===== config.mk =====
export PLATFORM = sky130hd
export DESIGN_NAME = snoop_route_bus
export DESIGN_NICKNAME = d
export VERILOG_FILES = /design/src/rtl/snoop_route_bus.sv
export SDC_FILE = /design/constraint.sdc
export NUM_CORES = 1
export LEC_CHECK = 0
export ABC_AREA = 1
export BUFFER_PORTS_ARGS = -buffer_cell sky130_fd_sc_hd__buf_2
export CELL_PAD_IN_SITES_DETAIL_PLACEMENT = 1
export CELL_PAD_IN_SITES_GLOBAL_PLACEMENT = 1
export CORE_AREA = 5 5 210 212
export CTS_CLUSTER_DIAMETER = 120
export DETAILED_ROUTE_END_ITERATION = 8
export DIE_AREA = 0 0 215 217
export GPL_TIMING_DRIVEN = 0
export PLACE_DENSITY = 0.78
export SYNTH_ARGS = -nofsm -noshare
export SYNTH_HDL_FRONTEND = slang
export SYNTH_SLANG_ARGS = --single-unit

===== constraint.sdc =====
create_clock -name clk -period 7.9 [get_ports clk]
set_input_delay 1.975 -clock clk [delete_from_list [all_inputs] [get_ports clk]]
set_output_delay 1.975 -clock clk [all_outputs]
set_load 0.005 [all_outputs]

===== src/rtl/snoop_route_bus.sv =====
module snoop_route_bus #(
  parameter int NPORT = 4,
  parameter int AW    = 16,
  parameter int SW    = (NPORT > 1) ? $clog2(NPORT) : 1,
  parameter int TW    = $clog2(NPORT + 1)
) (
  input  logic             clk,
  input  logic             rst_n,
  input  logic             cfg_we,
  input  logic             cfg_snoop,
  input  logic [SW-1:0]    cfg_idx,
  input  logic             cfg_en,
  input  logic [AW-1:0]    cfg_base,
  input  logic [AW-1:0]    cfg_limit,
  input  logic             req_valid,
  output logic             req_ready,
  input  logic [SW-1:0]    req_src,
  input  logic [AW-1:0]    req_addr,
  output logic             out_valid,
  input  logic             out_ready,
  output logic [SW-1:0]    out_src,
  output logic [TW-1:0]    out_target,
  output logic [NPORT-1:0] out_snoop,
  output logic             out_conflict,
  output logic             out_snoop_err
);
  localparam logic [TW-1:0] DEF_IDX = TW'(NPORT);

  logic [AW-1:0]    rsp_lo [NPORT];
  logic [AW-1:0]    rsp_hi [NPORT];
  logic [AW-1:0]    snp_lo [NPORT];
  logic [AW-1:0]    snp_hi [NPORT];
  logic [NPORT-1:0] rsp_on, snp_on;

  always_ff @(posedge clk) begin
    if (!rst_n) begin
      rsp_on <= '0;
      snp_on <= '0;
      for (int i = 0; i < NPORT; i++) begin
        rsp_lo[i] <= '0; rsp_hi[i] <= '0;
        snp_lo[i] <= '0; snp_hi[i] <= '0;
      end
    end else if (cfg_we) begin
      if (cfg_snoop) begin
        snp_on[cfg_idx] <= cfg_en;
        snp_lo[cfg_idx] <= cfg_base;
        snp_hi[cfg_idx] <= cfg_limit;
      end else begin
        rsp_on[cfg_idx] <= cfg_en;
        rsp_lo[cfg_idx] <= cfg_base;
        rsp_hi[cfg_idx] <= cfg_limit;
      end
    end
  end

  logic [NPORT-1:0] rsp_hit, snp_raw, src_bit;
  logic [TW-1:0]    pick;

  always_comb begin
    for (int i = 0; i < NPORT; i++) begin
      src_bit[i] = (req_src == SW'(i));
      rsp_hit[i] = rsp_on[i] && req_addr >= rsp_lo[i] && req_addr <= rsp_hi[i] && !src_bit[i];
      snp_raw[i] = snp_on[i] && req_addr >= snp_lo[i] && req_addr <= snp_hi[i];
    end
  end

  always_comb begin
    pick = DEF_IDX;
    for (int i = NPORT - 1; i >= 0; i--)
      if (rsp_hit[i]) pick = TW'(i);
  end

  wire take = req_valid && req_ready;
  assign req_ready = !out_valid || out_ready;

  always_ff @(posedge clk) begin
    if (!rst_n) begin
      out_valid     <= 1'b0;
      out_src       <= '0;
      out_target    <= DEF_IDX;
      out_snoop     <= '0;
      out_conflict  <= 1'b0;
      out_snoop_err <= 1'b0;
    end else if (take) begin
      out_valid     <= 1'b1;
      out_src       <= req_src;
      out_target    <= pick;
      out_snoop     <= snp_raw & ~src_bit;
      out_conflict  <= $countones(rsp_hit) > 1;
      out_snoop_err <= $countones(snp_raw) > 1;
    end else if (out_ready) begin
      out_valid     <= 1'b0;
    end
  end

  a_r3_no_self_route: assert property (@(posedge clk) disable iff (!rst_n)
    out_valid |-> (out_target != TW'(out_src)));

  a_r5_src_not_snooped: assert property (@(posedge clk) disable iff (!rst_n)
    out_valid |-> (out_snoop[out_src] == 1'b0));

  a_r6_conflict_real_port: assert property (@(posedge clk) disable iff (!rst_n)
    (out_valid && out_conflict) |-> (out_target < DEF_IDX));

  a_r8_one_cycle: assert property (@(posedge clk) disable iff (!rst_n)
    (req_valid && req_ready) |=> (out_valid && out_src == $past(req_src)));

  a_r9_hold: assert property (@(posedge clk) disable iff (!rst_n)
    (out_valid && !out_ready) |=> (out_valid && $stable(out_target) && $stable(out_snoop)
                                   && $stable(out_src) && $stable(out_conflict)));
endmodule


==> results.md <==
* Count of port buffers added during placement at 71
* Core Rows at 75
* Clk pwr share at approximately two fifths
* Total of warnings raised by yosys at 0
* Mean instance size in the synthesized netlist at ~9.3 um2
* Total count of max-transition violations in the final report at 0
* Routed via count at ~13000
* CTS tree: built
* Total power divided by cell area at 207 nW/um2
* Area growth from synthesis to layout at 13.4%
* Leakage power of the design at 0.00907 uW
* Number of synthesized register bits at 276
* First-pass GRT wire length at around 78000 um
* Number of nets in the final layout at 2239
* GRT met3 Usage at 2.86%
* Initial antenna violation count at 2
* Highest-delay cell along the critical path: sky130_fd_sc_hd__inv_1
* Number of H-tree levels at 2
* Global-route layer with the greatest usage: met2
* Mapped Area at 16900 um2
* Pre-CTS setup slack at 3.00 ns
* Cell repeated most along the worst path: sky130_fd_sc_hd__nand2_1
* Remaining routing DRC violations at 0
* Hold bufs inserted after CTS at 0
* Final setup violation count at 0
* Result of the run: complete, no violations
* Dominant register cell in the synthesized netlist: sky130_fd_sc_hd__edfxtp_1
* Final hold viol count at 0
* Number of setup buffers added after CTS at 0
* Post-Synthesis Cells at 1814
* Worst Min Path Start: out_target[1]$_SDFFE_PN0P_
* Final instance area at 19200 um2
* Number of gates resized after cts at 0
* Die area at approximately 47000 um2
* Tot Pwr at around 4000 uW
* Flop pwr share at 43.5%
* Period utilization at 56.6%
* Number of global-route vias before repair at 14039
* Synth area leader: sky130_fd_sc_hd__edfxtp_1
* Unique cell type count in the Yosys netlist at 33
* Initial Utilization at 40.5%
* Biggest fanout along the worst timing path at 16
* Total placed instance area at about 18000 um2
* Clock tree buffer depth at 3
* Number of nets produced by synthesis at 2131
* HPWL Detailed at 37100 um
* Launch instance of the worst register-to-register path: snp_lo[3][7]$_DFFE_PP_
* Post-layout min period at 4.47 ns
* Overall die height at ~220 um
* CP Data Required Time at 8.35 ns
* Unrepaired setup endpoints after global routing: false
* Fill count at roughly 4700
* Share of synthesized area occupied by flip-flops and latches at 47.8%
* Critical path, cell by cell: buf_2, inv_1, ha_1, inv_1, a21oi_1, o21ai_0, nand2_1, o211ai_1, nand2_1, nand2_1, nand2_1, nand3_1, fa_1, inv_1, nand4_1, a21oi_1
* Slew at the pin with the worst max-slew slack at 1.33 ns
* FF-to-FF setup slack at 5.31 ns
* Worst Hold Class: reg -> reg
* Maximum number of pins on one net before global-route repair at 34
* Cts bufs inserted at 34
* Reported max-cap violation count at 0
* Post-layout worst setup margin at approximately 3.4 ns
* Cell-internal power at 2900 uW
* Met2 routing resource usage after global routing at ~40%
* Stage delay of the slowest cell on the critical path at ~0.81 ns
* Fmax at 224 MHz
* Number of buffers and inverters on the critical path at 4
* Fraction of post-synthesis cell area in the top cell type by area at 45.4%
* R2R Path End: out_snoop_err$_SDFFE_PN0P_
* Number of stages on the worst hold path at 2
* Violation count after the first detailed-routing iteration at 672
* Async set or reset register ratio after synthesis at 0%
* Core area at 41800 um2
* Met1 usage in global routing at 25.6%
* Detailed-route wire length per cell at 20.7 um
* Worst-Skew Late Latency at 0.52 ns
* Synth top cells by count: sky130_fd_sc_hd__inv_1, sky130_fd_sc_hd__nor2_1, sky130_fd_sc_hd__edfxtp_1, sky130_fd_sc_hd__ha_1, sky130_fd_sc_hd__nand2_1
* Routability Congestion at 0.891
* Worst slew slack as a fraction of its limit at 11.3%
* Count leader, synth: sky130_fd_sc_hd__inv_1
* Switching power as a share of total power at 26.8%
* Worst vdd ir at 0.128 mV
* Number of diodes at 0
* Arrival time reported for the critical path endpoint at ~4.9 ns
* Drt first pass iters at 5
* Worst hold endpoint: out_target[1]$_SDFFE_PN0P_
* Post-CTS clock slew at the launch and capture registers of the worst setup and hold paths at approximately 0.06 ns
* Number of sinks on the clock net at 276
* Cell depth of the worst flop-to-flop path at 13
* Synth area leaders: sky130_fd_sc_hd__edfxtp_1, sky130_fd_sc_hd__ha_1, sky130_fd_sc_hd__inv_1, sky130_fd_sc_hd__nor2_1, sky130_fd_sc_hd__nand2_1
* Power spent charging and discharging nets at 1060 uW
* Gr usage total at 21.7%
* Setup TNS after final layout at 0 ns
* Per-cell via count in the routed design at 5.25
* Crit. End Element: register
* Share of cells above drive strength 1 at 10.8%
* CP Class: in -> reg
* Top delay family on crit path: buffers and inverters
* Number of flops mapped to enable cells by yosys at 256
* Remaining Overflow, GRT at 0
* # IOs at 72
* Final Skew at 0.0105 ns
* Combinational cell fraction of total power at ~15%
* Final WL at 51500 um
* Horizontal extent of the die at 215 um
* Critical path launch point type: input port
* Final ANT Viol Nets at 0
* CTS root buffer: sky130_fd_sc_hd__clkbuf_16
* Post-layout util at 45.9%
## flip-flops by register name, summed over array words and instances (netlist names)
register,cells
out_valid,1
snp_lo,64
out_target,3
snp_on,4
out_src,2
rsp_on,4
out_snoop_err,1
snp_hi,64
out_snoop,4
rsp_lo,64
rsp_hi,64
out_conflict,1
## worst reg2reg max path, delay by kind of cell, from the launching register on
kind | cells | cell delay [ns]
DFF | 1 | 0.32
AOI/OAI and AO/OA | 1 | 0.16
buffers and inverters | 3 | 0.20
and+or+nand+nor | 7 | 1.06
adders and majority gates | 2 | 0.77
## how the worst max path moves through the flow
stage / startpoint / endpoint / depth (start not counted)
floorplan: cfg_idx[0] / rsp_hi[0][0]$_SDFFCE_PN0P_ / 4
global placement: cfg_idx[1] / snp_hi[0][14]$_SDFFCE_PN0P_ / 5
detailed placement: req_addr[0] / out_snoop_err$_SDFFE_PN0P_ / 16
CTS: req_addr[0] / out_snoop_err$_SDFFE_PN0P_ / 16
global route: req_addr[0] / out_snoop_err$_SDFFE_PN0P_ / 16
finish: req_addr[0] / out_snoop_err$_SDFFE_PN0P_ / 16
## per-stage QoR
stage	std cells	hold WS, ns
floorplan	1814	0.448
global placement	2424	0.450
detailed placement	2425	0.463
CTS	2487	0.478
global route	2487	0.499
finish	2487	0.475
## area by class of cell
class	instances	area [um2]	share of cell area (%)
Sequential cell	276	8090	42.2
Clock inverter	17	219	1.14
Timing Repair Buffer	72	383	2.00
Multi-Input combinational cell	1115	7220	37.6
Clock buffer	45	956	4.98
Inverter	392	1470	7.67
Tap cell	539	674	3.52
Buffer	31	168	0.874
## cell families after synthesis
kind of cell	share of synthesized area, %
buf+inv	9.69
flops	47.8
fa+ha+maj	19.2
simple gates	17.0
compound gates	6.35
## routing by layer
layer | share of wire (%) | routed length, um
met1 | 40 | 20700
met2 | 51 | 26300
met3 | 4.5 | 2310
met4 | 4.1 | 2120
met5 | 0.045 | 23
## power by group through the flow
stage / combinational [uW] / clock (uW) / sequential, uW
after floorplan: 354 / 0 / 1740
after global placement: 518 / 0 / 1750
after detailed placement: 572 / 0 / 1750
after CTS: 584 / 1670 / 1720
after global routing: 657 / 1740 / 1730
final: 582 / 1660 / 1720
## placed cells by master, fill, tap and decap left out, types with 5 or more instances in the layout
master and n:
sky130_fd_sc_hd__nor2_2 13, sky130_fd_sc_hd__nand3_1 36, sky130_fd_sc_hd__edfxtp_1 256, sky130_fd_sc_hd__buf_6 5
sky130_fd_sc_hd__clkbuf_16 37, sky130_fd_sc_hd__clkbuf_1 19, sky130_fd_sc_hd__inv_2 15, sky130_fd_sc_hd__clkinv_1 5
sky130_fd_sc_hd__buf_2 82, sky130_fd_sc_hd__nor2_4 13, sky130_fd_sc_hd__nand4_1 17, sky130_fd_sc_hd__nand2_1 244
sky130_fd_sc_hd__nor3_2 17, sky130_fd_sc_hd__dfxtp_1 20, sky130_fd_sc_hd__nor3_1 40, sky130_fd_sc_hd__bufinv_16 5
sky130_fd_sc_hd__a21oi_1 128, sky130_fd_sc_hd__inv_1 376, sky130_fd_sc_hd__o21ai_0 46, sky130_fd_sc_hd__o211ai_1 5
sky130_fd_sc_hd__ha_1 256, sky130_fd_sc_hd__nor2_1 263, sky130_fd_sc_hd__o21a_1 5
No activity file was read; power rests on OpenSTA's default activity.
